$ cat config.mk
export PLATFORM = sky130hd
export DESIGN_NAME = wdog_unit
export DESIGN_NICKNAME = d
export VERILOG_FILES = /design/src/rtl/wdog_pkg.sv /design/src/rtl/wdog_regs.sv /design/src/rtl/wdog_prescale.sv /design/src/rtl/wdog_count.sv /design/src/rtl/wdog_outgen.sv /design/src/rtl/wdog_unit.sv
export SDC_FILE = /design/constraint.sdc
export NUM_CORES = 1
export LEC_CHECK = 0
export ABC_AREA = 1
export CORE_MARGIN = 2
export CORE_UTILIZATION = 50
export CTS_BUF_LIST = sky130_fd_sc_hd__clkbuf_8 sky130_fd_sc_hd__clkbuf_16
export CTS_CLUSTER_DIAMETER = 150
export DETAILED_ROUTE_END_ITERATION = 8
export HOLD_SLACK_MARGIN = 0.15
export PLACE_DENSITY = 0.73
export RECOVER_POWER = 25
export SLEW_MARGIN = 30
export SYNTH_ARGS = -nofsm -noshare
export SYNTH_HDL_FRONTEND = slang
export SYNTH_SLANG_ARGS = --single-unit
$ cat constraint.sdc
create_clock -name clk_i -period 1.7 [get_ports clk_i]
set_input_delay 0.17 -clock clk_i [delete_from_list [all_inputs] [get_ports clk_i]]
set_output_delay 0.17 -clock clk_i [all_outputs]
set_load 0.005 [all_outputs]
$ cat src/rtl/wdog_pkg.sv
package wdog_pkg;
  localparam int unsigned ADDR_W = 2;
  localparam int unsigned DATA_W = 8;

  // register addresses
  localparam logic [ADDR_W-1:0] A_CTRL = 2'd0;
  localparam logic [ADDR_W-1:0] A_TIME = 2'd1;
  localparam logic [ADDR_W-1:0] A_PIN  = 2'd2;

  // CTRL bit positions
  localparam int unsigned B_RUN   = 0;
  localparam int unsigned B_MIN   = 1;
  localparam int unsigned B_PULSE = 2;
  localparam int unsigned B_WLO   = 3;
  localparam int unsigned B_WHI   = 4;
  localparam int unsigned B_STS   = 7;
  // PINCFG bit positions
  localparam int unsigned B_DEV   = 0;
  localparam int unsigned B_OUT   = 1;

  typedef struct packed {
    logic       run;
    logic       minutes;
    logic       pulse;
    logic [1:0] width;
    logic       dev_en;
    logic       out_en;
  } cfg_t;
endpackage

$ cat src/rtl/wdog_regs.sv
module wdog_regs
  import wdog_pkg::*;
(
  input  logic              clk_i,
  input  logic              rst_ni,
  input  logic              por_ni,
  input  logic [ADDR_W-1:0] addr_i,
  input  logic              we_i,
  input  logic [DATA_W-1:0] wdata_i,
  input  logic [DATA_W-1:0] count_i,
  input  logic              expire_i,
  output cfg_t              cfg_o,
  output logic              status_o,
  output logic              load_o,
  output logic [DATA_W-1:0] rdata_o
);
  cfg_t cfg_q, cfg_d;
  logic sts_q, sts_d;
  logic wr_ctrl, wr_pin, cfg_en;
  logic unused_wdata;

  assign unused_wdata = ^wdata_i[6:5];

  always_comb begin
    wr_ctrl = we_i && (addr_i == A_CTRL);
    wr_pin  = we_i && (addr_i == A_PIN);
    load_o  = we_i && (addr_i == A_TIME);
    cfg_en  = wr_ctrl || wr_pin;
    cfg_d   = cfg_q;
    if (wr_ctrl) begin
      cfg_d.run     = wdata_i[B_RUN];
      cfg_d.minutes = wdata_i[B_MIN];
      cfg_d.pulse   = wdata_i[B_PULSE];
      cfg_d.width   = wdata_i[B_WHI:B_WLO];
    end
    if (wr_pin) begin
      cfg_d.dev_en = wdata_i[B_DEV];
      cfg_d.out_en = wdata_i[B_OUT];
    end
    sts_d = sts_q;
    if (wr_ctrl && wdata_i[B_STS]) sts_d = 1'b0;
    if (expire_i)                  sts_d = 1'b1;
  end

  always_ff @(posedge clk_i or negedge rst_ni) begin
    if (!rst_ni)     cfg_q <= '0;
    else if (cfg_en) cfg_q <= cfg_d;
  end

  // status lives on the power-on reset only
  always_ff @(posedge clk_i or negedge por_ni) begin
    if (!por_ni) sts_q <= 1'b0;
    else         sts_q <= sts_d;
  end

  always_comb begin
    case (addr_i)
      A_CTRL:  rdata_o = {sts_q, 2'b00, cfg_q.width, cfg_q.pulse, cfg_q.minutes, cfg_q.run};
      A_TIME:  rdata_o = count_i;
      A_PIN:   rdata_o = {6'b0, cfg_q.out_en, cfg_q.dev_en};
      default: rdata_o = '0;
    endcase
  end

  assign cfg_o    = cfg_q;
  assign status_o = sts_q;
endmodule

$ cat src/rtl/wdog_prescale.sv
module wdog_prescale #(
  parameter int unsigned TICKS_PER_SEC = 1000,
  parameter int unsigned SEC_PER_MIN   = 60
) (
  input  logic clk_i,
  input  logic rst_ni,
  input  logic tick_i,
  input  logic run_i,
  input  logic restart_i,
  input  logic minutes_i,
  output logic step_o
);
  localparam int unsigned MS_W = $clog2(TICKS_PER_SEC + 1);

  logic [MS_W-1:0] ms_q, ms_d;
  logic ms_en, ms_wrap, sec_last, clr;

  always_comb begin
    clr     = !run_i || restart_i;
    ms_wrap = (ms_q == MS_W'(TICKS_PER_SEC - 1));
    ms_en   = clr || tick_i;
    if (clr)          ms_d = '0;
    else if (ms_wrap) ms_d = '0;
    else              ms_d = ms_q + MS_W'(1);
    step_o  = !clr && tick_i && ms_wrap && (!minutes_i || sec_last);
  end

  always_ff @(posedge clk_i or negedge rst_ni) begin
    if (!rst_ni)    ms_q <= '0;
    else if (ms_en) ms_q <= ms_d;
  end

  generate
    if (SEC_PER_MIN > 1) begin : g_min
      localparam int unsigned SEC_W = $clog2(SEC_PER_MIN + 1);
      logic [SEC_W-1:0] sec_q, sec_d;
      logic sec_en;
      always_comb begin
        sec_last = (sec_q == SEC_W'(SEC_PER_MIN - 1));
        sec_en   = clr || (tick_i && ms_wrap);
        if (clr || sec_last) sec_d = '0;
        else                 sec_d = sec_q + SEC_W'(1);
      end
      always_ff @(posedge clk_i or negedge rst_ni) begin
        if (!rst_ni)     sec_q <= '0;
        else if (sec_en) sec_q <= sec_d;
      end
    end else begin : g_nomin
      assign sec_last = 1'b1;
    end
  endgenerate
endmodule

$ cat src/rtl/wdog_count.sv
module wdog_count #(
  parameter int unsigned CNT_W = 8
) (
  input  logic             clk_i,
  input  logic             rst_ni,
  input  logic             load_i,
  input  logic [CNT_W-1:0] load_val_i,
  input  logic             step_i,
  output logic [CNT_W-1:0] count_o,
  output logic             expire_o
);
  logic [CNT_W-1:0] cnt_q, cnt_d;
  logic cnt_en;

  always_comb begin
    cnt_en   = load_i || step_i;
    cnt_d    = load_i ? load_val_i : (cnt_q - CNT_W'(1));
    expire_o = step_i && !load_i && (cnt_q == CNT_W'(1));
  end

  always_ff @(posedge clk_i or negedge rst_ni) begin
    if (!rst_ni)     cnt_q <= '0;
    else if (cnt_en) cnt_q <= cnt_d;
  end

  assign count_o = cnt_q;
endmodule

$ cat src/rtl/wdog_outgen.sv
module wdog_outgen #(
  parameter int unsigned PW_CODE0_MS = 1,
  parameter int unsigned PW_CODE1_MS = 25,
  parameter int unsigned PW_CODE2_MS = 125,
  parameter int unsigned PW_CODE3_MS = 5000
) (
  input  logic       clk_i,
  input  logic       rst_ni,
  input  logic       tick_i,
  input  logic       expire_i,
  input  logic       active_i,
  input  logic       reload_i,
  input  logic       pulse_mode_i,
  input  logic [1:0] width_i,
  input  logic       out_en_i,
  output logic       fire_o,
  output logic       wdt_rst_no
);
  localparam int unsigned PW_M01 = (PW_CODE0_MS > PW_CODE1_MS) ? PW_CODE0_MS : PW_CODE1_MS;
  localparam int unsigned PW_M23 = (PW_CODE2_MS > PW_CODE3_MS) ? PW_CODE2_MS : PW_CODE3_MS;
  localparam int unsigned PW_MAX = (PW_M01 > PW_M23) ? PW_M01 : PW_M23;
  localparam int unsigned PW_W   = $clog2(PW_MAX + 1);

  function automatic logic [PW_W-1:0] width_ticks(input logic [1:0] code);
    case (code)
      2'd0:    width_ticks = PW_W'(PW_CODE0_MS);
      2'd1:    width_ticks = PW_W'(PW_CODE1_MS);
      2'd2:    width_ticks = PW_W'(PW_CODE2_MS);
      default: width_ticks = PW_W'(PW_CODE3_MS);
    endcase
  endfunction

  logic            fire_q, fire_d, en;
  logic [PW_W-1:0] left_q, left_d;

  always_comb begin
    fire_d = fire_q;
    left_d = left_q;
    en     = expire_i || fire_q;
    if (expire_i) begin
      fire_d = 1'b1;
      left_d = width_ticks(width_i);
    end else if (!active_i || reload_i) begin
      fire_d = 1'b0;
      left_d = '0;
    end else if (pulse_mode_i && tick_i) begin
      if (left_q <= PW_W'(1)) begin
        fire_d = 1'b0;
        left_d = '0;
      end else begin
        left_d = left_q - PW_W'(1);
      end
    end
  end

  always_ff @(posedge clk_i or negedge rst_ni) begin
    if (!rst_ni) begin
      fire_q <= 1'b0;
      left_q <= '0;
    end else if (en) begin
      fire_q <= fire_d;
      left_q <= left_d;
    end
  end

  assign fire_o     = fire_q;
  assign wdt_rst_no = !(fire_q && out_en_i && active_i);
endmodule

$ cat src/rtl/wdog_unit.sv
module wdog_unit
  import wdog_pkg::*;
#(
  parameter int unsigned TICKS_PER_SEC = 1000,
  parameter int unsigned SEC_PER_MIN   = 60,
  parameter int unsigned PW_CODE0_MS   = 1,
  parameter int unsigned PW_CODE1_MS   = 25,
  parameter int unsigned PW_CODE2_MS   = 125,
  parameter int unsigned PW_CODE3_MS   = 5000
) (
  input  logic              clk_i,
  input  logic              rst_ni,
  input  logic              por_ni,
  input  logic              tick_i,
  input  logic [ADDR_W-1:0] addr_i,
  input  logic              we_i,
  input  logic [DATA_W-1:0] wdata_i,
  output logic [DATA_W-1:0] rdata_o,
  output logic              tmo_o,
  output logic              wdt_rst_no
);
  cfg_t              cfg;
  logic              load, step, expire, fire, active, counting;
  logic              run_en, dev_en, out_en, pulse_mode;
  logic [DATA_W-1:0] count;

  assign run_en     = cfg.run;
  assign dev_en     = cfg.dev_en;
  assign out_en     = cfg.out_en;
  assign pulse_mode = cfg.pulse;
  assign active     = run_en && dev_en;
  assign counting   = active && (count != '0);

  wdog_regs u_regs (
    .clk_i, .rst_ni, .por_ni, .addr_i, .we_i, .wdata_i,
    .count_i(count), .expire_i(expire), .cfg_o(cfg),
    .status_o(tmo_o), .load_o(load), .rdata_o
  );

  wdog_prescale #(.TICKS_PER_SEC(TICKS_PER_SEC), .SEC_PER_MIN(SEC_PER_MIN)) u_pre (
    .clk_i, .rst_ni, .tick_i, .run_i(counting), .restart_i(load),
    .minutes_i(cfg.minutes), .step_o(step)
  );

  wdog_count #(.CNT_W(DATA_W)) u_cnt (
    .clk_i, .rst_ni, .load_i(load), .load_val_i(wdata_i), .step_i(step),
    .count_o(count), .expire_o(expire)
  );

  wdog_outgen #(.PW_CODE0_MS(PW_CODE0_MS), .PW_CODE1_MS(PW_CODE1_MS),
                .PW_CODE2_MS(PW_CODE2_MS), .PW_CODE3_MS(PW_CODE3_MS)) u_out (
    .clk_i, .rst_ni, .tick_i, .expire_i(expire), .active_i(active),
    .reload_i(load), .pulse_mode_i(pulse_mode), .width_i(cfg.width),
    .out_en_i(out_en), .fire_o(fire), .wdt_rst_no
  );
endmodule

-- Yosys cells after proc, flatten, opt, wreduce, memory -nomap -nowiden
Index checks and enable logic that the tools add are counted.
- $add $sub $neg: 4
- $lt $le $gt $ge: 1
- equality and inequality tests: 7
- muxes and demuxes: 16
- reductions and logical operators: 40
- operators with widths (operator ; number):
    $mux 13 ; 4
    $pmux 13 s3 ; 1
    $pmux 8 s3 ; 1
    $mux 10 ; 2
    $logic_and 1x1->1 ; 15
    $le 13x1->1 const B ; 1
    $sub 13x1->13 const B ; 1
    $add 10x1->10 const B ; 1
    $eq 10x10->1 const B ; 1
    $logic_or 1x1->1 ; 9
    $eq 8x1->1 const B ; 1
    $mux 8 ; 1
    $reduce_bool 8->1 ; 1
    $sub 8x1->8 const B ; 1
    $add 6x1->6 const B ; 1
    $eq 6x6->1 const B ; 1
    $logic_not 1->1 ; 6
    $mux 1 ; 6
    $mux 6 ; 1
    $reduce_and 2->1 ; 3
    $reduce_bool 3->1 ; 2
    $eq 2x1->1 const B ; 2
    $eq 2x2->1 const B ; 2
    $logic_not 2->1 ; 2
    other kinds (2) ; 2
- bits in registers: 46
- input port bits: 15
- output and inout bits: 10
- word-level logic and storage cells: 80

-- Depth between registers and ports, before layout
- depth in word-level cells: 12
- mapped depth: 12
- gate-level depth less buffers: 11

-- By module
Synthesis repeated with hierarchy kept, for this count alone.
- cells, all modules: 436
- area total of the unflattened synthesis: 3041.7 µm²
- by module, submodules not included (module ; instances ; cells each ; area each (µm²) ; sequential area each (µm²)):
    wdog_outgen ; 1 ; 152 ; 1028.5 ; 350.3
    wdog_prescale ; 1 ; 136 ; 980.9 ; 400.4
    wdog_count ; 1 ; 74 ; 561.8 ; 200.2
    wdog_regs ; 1 ; 64 ; 432.9 ; 200.2
    wdog_unit ; 1 ; 10 ; 37.5 ; 0.0

-- Worst setup path after synthesis
No wires, ideal clock.
- kind: register to register
- start: register u_cnt.cnt_q[0], in the netlist u_cnt.count_o[0]
- end: register u_out.left_q[4]
- setup time: 124 ps
- arrival: 1514 ps
- data required time: 1576 ps
- slack: 61 ps
- cell stages (with the launch flop): 12
- path through: dfrtp_1 -> inv_1 -> ha_1 -> nand2_1 -> nor2_4 -> nor2_8 -> nand4_4 -> nand2_4 -> inv_2 -> buf_2 -> nand2_1 -> nand3_1
- longest elaborated chain between the ends: 12
- elaborated cells on any way between the ends: 15
- those cells by class: eq/ne (1); mux (1); reduce/logical (13)
- ends and longest elaborated chain (item ; line ; RTL):
    start, declared ; wdog_count.sv:12 ; logic [CNT_W-1:0] cnt_q, cnt_d;
    start signal, assigned ; wdog_count.sv:23 ; else if (cnt_en) cnt_q <= cnt_d;
    $reduce_bool 8->1 ; wdog_unit.sv:32 ; assign counting = active && (count != '0);
    $logic_and 1x1->1 ; wdog_unit.sv:32 ;
    $logic_not 1->1 ; wdog_prescale.sv:19 ; clr = !run_i || restart_i;
    $logic_or 1x1->1 ; wdog_prescale.sv:19 ;
    $logic_not 1->1 ; wdog_prescale.sv:25 ; step_o = !clr && tick_i && ms_wrap && (!minutes_i || sec_last);
    $logic_and 1x1->1 (3 in series) ; wdog_prescale.sv:25 ;
    $logic_and 1x1->1 ; wdog_count.sv:18 ; expire_o = step_i && !load_i && (cnt_q == CNT_W'(1));
    $logic_and 1x1->1 * ; wdog_count.sv:18 ;
    $reduce_bool 3->1 (no source line) or $logic_or 1x1->1 (tied branches) ; - ;
    $reduce_and 2->1 (no source line) ; - ;
    end signal, assigned ; wdog_outgen.sv:62 ; left_q <= left_d;
    end, declared ; wdog_outgen.sv:34 ; logic [PW_W-1:0] left_q, left_d;
Every way passes the cells marked *; elsewhere a longest branch is shown, timed or not.
A chain may end at the register's enable or synchronous reset.

-- Final worst setup path
- start: register u_out.left_q[4]
- end: register u_out.left_q[8]
- longest elaborated chain between the ends: 5
- elaborated cells on any way between the ends: 6
- those cells by class: add/sub (1); order compare (1); mux (4)
- ends and longest elaborated chain (item ; line ; RTL):
    $sub 13x1->13 or $le 13x1->1 (tied branches) ; wdog_outgen.sv:51, wdog_outgen.sv:47 ;
    $mux 13 * ; wdog_outgen.sv:47 ; if (left_q <= PW_W'(1)) begin
    $mux 13 * ; wdog_outgen.sv:46 ; end else if (pulse_mode_i && tick_i) begin
    $mux 13 * ; wdog_outgen.sv:43 ; end else if (!active_i || reload_i) begin
    $mux 13 * ; wdog_outgen.sv:40 ; if (expire_i) begin
Every way passes the cells marked *; elsewhere a longest branch is shown, timed or not. The select of a mux whose other input is x is not followed.

==> reports/metrics.yaml <==
outcome:
  status: "complete, no violations"
die:
  dieArea_sq_um: 6540
  die_w_microns: 80.9
  coreArea_sq_um: 5610
  placementRows: 27
  dieHeight_microns: 80.9
  initial_core_util_pct: 52.7
  io_pins: 25
power:
  p_sw_share_pct: 30.1
  p_seq_share_pct: 44.7
  pwr_density_cell_nw_per_um2: 693
  p_int_mw: 1.92
  leakage_nw: 1.97
  clkPwrFrac_pct: 30.5
  fin_total_pwr_mw: 2.75
  ir_drop_uv: 450
  netSwitchingPower_mw: 0.829
  p_comb_share_pct: 24.8
global_route:
  grt_pass1_wl_microns: 12400
  grt-ovfl-total: 0
  use_met3_pct: 4.00
  grt_usage_pct: 23.9
  use_met2_pct: 41.9
  busiest_layer: "met2"
  met1_usage_pct: 30.5
  grt_max_degree: 25
  grt_pass1_vias: 2837
  antenna_found_initial: 0
synth:
  synth_seq_area_share_pct: 39.0
  yosysWarnings: 0
  syn_nets: 423
  synth_top_flop_cell: "dfrtp_1"
  yosysTopAreaCellShare_pct: 39.0
  synth_area_sq_um: 2950
  avgSynthCellArea_sq_um: 7.40
  netlist_instances: 399
  synth_area_leaders: "dfrtp_1 (39%), nand2_1 (13%), nand3_1 (7.3%)"
  async_reset_ff_share_pct: 100
  synth_edf_count: 0
  synthDistinctLibCells: 33
  yosysTopAreaCell: "dfrtp_1"
  ys_seq_elements: 46
detailed_routing:
  detail-route-antenna-nets: 0
  wl_per_cell_microns: 13.9
  drc_errors: 0
  viasPerCell: 5.34
  drt_iter0_drc: 193
  num_vias: 2925
  wirelength_microns: 7610
  dr.pass1.iters: 5
timing:
  holdWs_ns: 0.381
  setup_ws_ns: 0.0691
  finalSetupViolations: 0
  clock-skew-final_ns: 0.00858
  min_period_ns: 1.63
  max_freq_ghz: 0.613
  worst-slew-pin-transition_ns: 0.604
  hold_violations: 0
  max_slew_margin_pct: 59.7
  period_share_pct: 95.9
  final_max_slew_viol_count: 0
  rsz0062_at_grt: "yes"
final_layout:
  post-route-util_pct: 70.8
  fin_nets: 499
  stdcell_area_sq_um: 3970
  num_antenna_cells: 0
  layout-drive-gt1-share_pct: 22.7
  area_delta_synth_final_pct: 34.3
  fillers: 444
place:
  pre_cts_ws_ns: -0.184
  place_hpwl_microns: 5460
  place_area_sq_um: 3570
  numPortBuffers: 24
  routabilityCongestion: 0.918
worst_setup_path:
  path_buf_inv: 1
  cp.arrival_ns: 1.83
  worstSetupPathType: "flop to flop"
  cp.required_ns: 1.90
  slowest_delay_ns: 0.45
  ff2ff_setup_slack_ns: 0.07
  critical-path-top-delay-family: "simple AND/OR/NAND/NOR gates"
  cpMostUsedCell: "nand2_1"
  reg2reg_depth: 10
  crit_chain: "or2_2, nor2_2, nand2_1, nand2_2, nor2_2, buf_4, nand3_1, nand2_1, nand2_1, nand2_1"
  crit_slowest_cell: "dfrtp_1"
  r2r_end: "u_out.left_q[8]$_DFFE_PN0P_"
  start_kind: "flop"
  worstPathMaxFanout: 10
  rr_startpoint: "u_out.left_q[4]$_DFFE_PN0P_"
  critPathCaptureType: "flop"
run:
  max_cap_viol_count: 0
clocking:
  clkSinkCount: 46
  cts_tree: "yes"
  cts_root_buf: "clkbuf_8"
  cts_made_buffers: 5
  clk_latency_ns: 0.31
  cts_buffer_depth: 2
  clk_pin_slew_ns: 0.09
  htree_levels: 2
worst_hold_path:
  hold_class: "input pin to asynchronous set/reset pin"
-- power groups by stage --
| stage | Combinational, mW | Sequential (mW) | Clock, mW |
|---|---|---|---|
| floorplan | 0.300 | 1.24 | 0 |
| global placement | 0.568 | 1.24 | 0 |
| detailed placement | 0.582 | 1.25 | 0 |
| CTS | 0.592 | 1.23 | 0.850 |
| global route | 0.749 | 1.24 | 0.895 |
| finish | 0.683 | 1.23 | 0.840 |
-- metrics by stage --
step,instances,TNS [ns]
after floorplan,399,0
after global placement,526,-2.15
after detailed placement,526,-4.37
after CTS,540,0
after global routing,548,-0.0932
final,548,0
-- Yosys cell counts (2+ instances only) --
library cell	count
nand3b_1	4
nand3_1	43
inv_1	47
o211ai_1	10
nand4_1	6
nand2_4	2
dfrtp_1	46
o22ai_1	5
o21ai_0	13
buf_2	5
a21oi_1	10
inv_2	3
xnor2_1	2
nand2_1	104
nor2_2	2
nor2_1	46
o21ai_2	3
o21ai_1	2
nor3_1	7
xor2_1	18
ha_1	9
-- layer usage --
layer / share of wire [%] / vias to the layer above
met5: 0 / -
met1: 44 / 1378
met2: 51 / 79
li1: - / 1453
met4: 1.5 / 0
met3: 3.9 / 15
-- cell type report --
type                       instances  area (sq um)  area share (%)
sequential                        46          1150            29.0
inverter                          50           195            4.92
tap                               72          90.1            2.27
timing repair buffer              74           648            16.3
clock buffer                       5          68.8            1.73
multi-input combinational        298          1770            44.6
clock inverter                     3          45.0            1.13
-- kinds of logic after synthesis --
group | after synthesis | share of synthesized area, %
xor gates and xnor gates | 20 | 5.93
DFF | 46 | 39.0
and+or+nand+nor | 223 | 34.6
adders and majority gates | 9 | 3.81
buffers and inverters | 55 | 7.20
AOI/OAI and AO/OA | 46 | 9.49
-- registers in the layout (all words and copies together), names as in the netlist --
signal and cells:
u_pre.g_min.sec_q 6, u_out.fire_o 1, u_regs.cfg_o 7, u_pre.ms_q 10, u_out.left_q 13, u_regs.status_o 1
u_cnt.count_o 8
-- timing repair --
action                     CTS  global route
cloned                       0             1
hold buffers                 2             0
buffers inserted             4             7
setup endpoints to repair   19            34
resized for setup           15            51
pin swaps                    5            16
hold endpoints to repair    22             0
-- how the worst max path moves through the flow --
stage | slack [ns] | from | depth (start not counted) | end
global placement | -0.16 | addr_i[1] | 5 | rdata_o[2]
global route | -0.04 | u_pre.g_min.sec_q[0]$_DFFE_PN0P_ | 8 | u_out.left_q[8]$_DFFE_PN0P_
detailed placement | -0.18 | addr_i[1] | 6 | rdata_o[3]
finish | 0.07 | u_out.left_q[4]$_DFFE_PN0P_ | 10 | u_out.left_q[8]$_DFFE_PN0P_
floorplan | 0.06 | u_cnt.count_o[0]$_DFFE_PN0P_ | 11 | u_out.left_q[4]$_DFFE_PN0P_
CTS | 0.006 | u_cnt.count_o[0]$_DFFE_PN0P_ | 12 | u_out.left_q[8]$_DFFE_PN0P_
-- placed cells by master (no fill, tap or decap), types with 3 or more instances in the layout --
cell type,n
nand3_1,37
dlygate4sd2_1,8
buf_12,3
nor2_2,7
o22ai_1,5
nor2_4,6
xor2_1,18
nand3_2,5
nor2_1,36
a21oi_1,10
o21ai_0,9
clkbuf_8,5
dlygate4sd3_1,3
dfrtp_1,45
o211ai_1,10
o21ai_1,5
nand2_1,96
nor3_1,6
ha_1,6
nand4_1,6
inv_2,5
clkdlybuf4s50_1,13
buf_4,41
inv_1,43
nand3b_1,4
nand2_2,5
nand2_4,6
No activity file was read; power rests on OpenSTA's default activity.
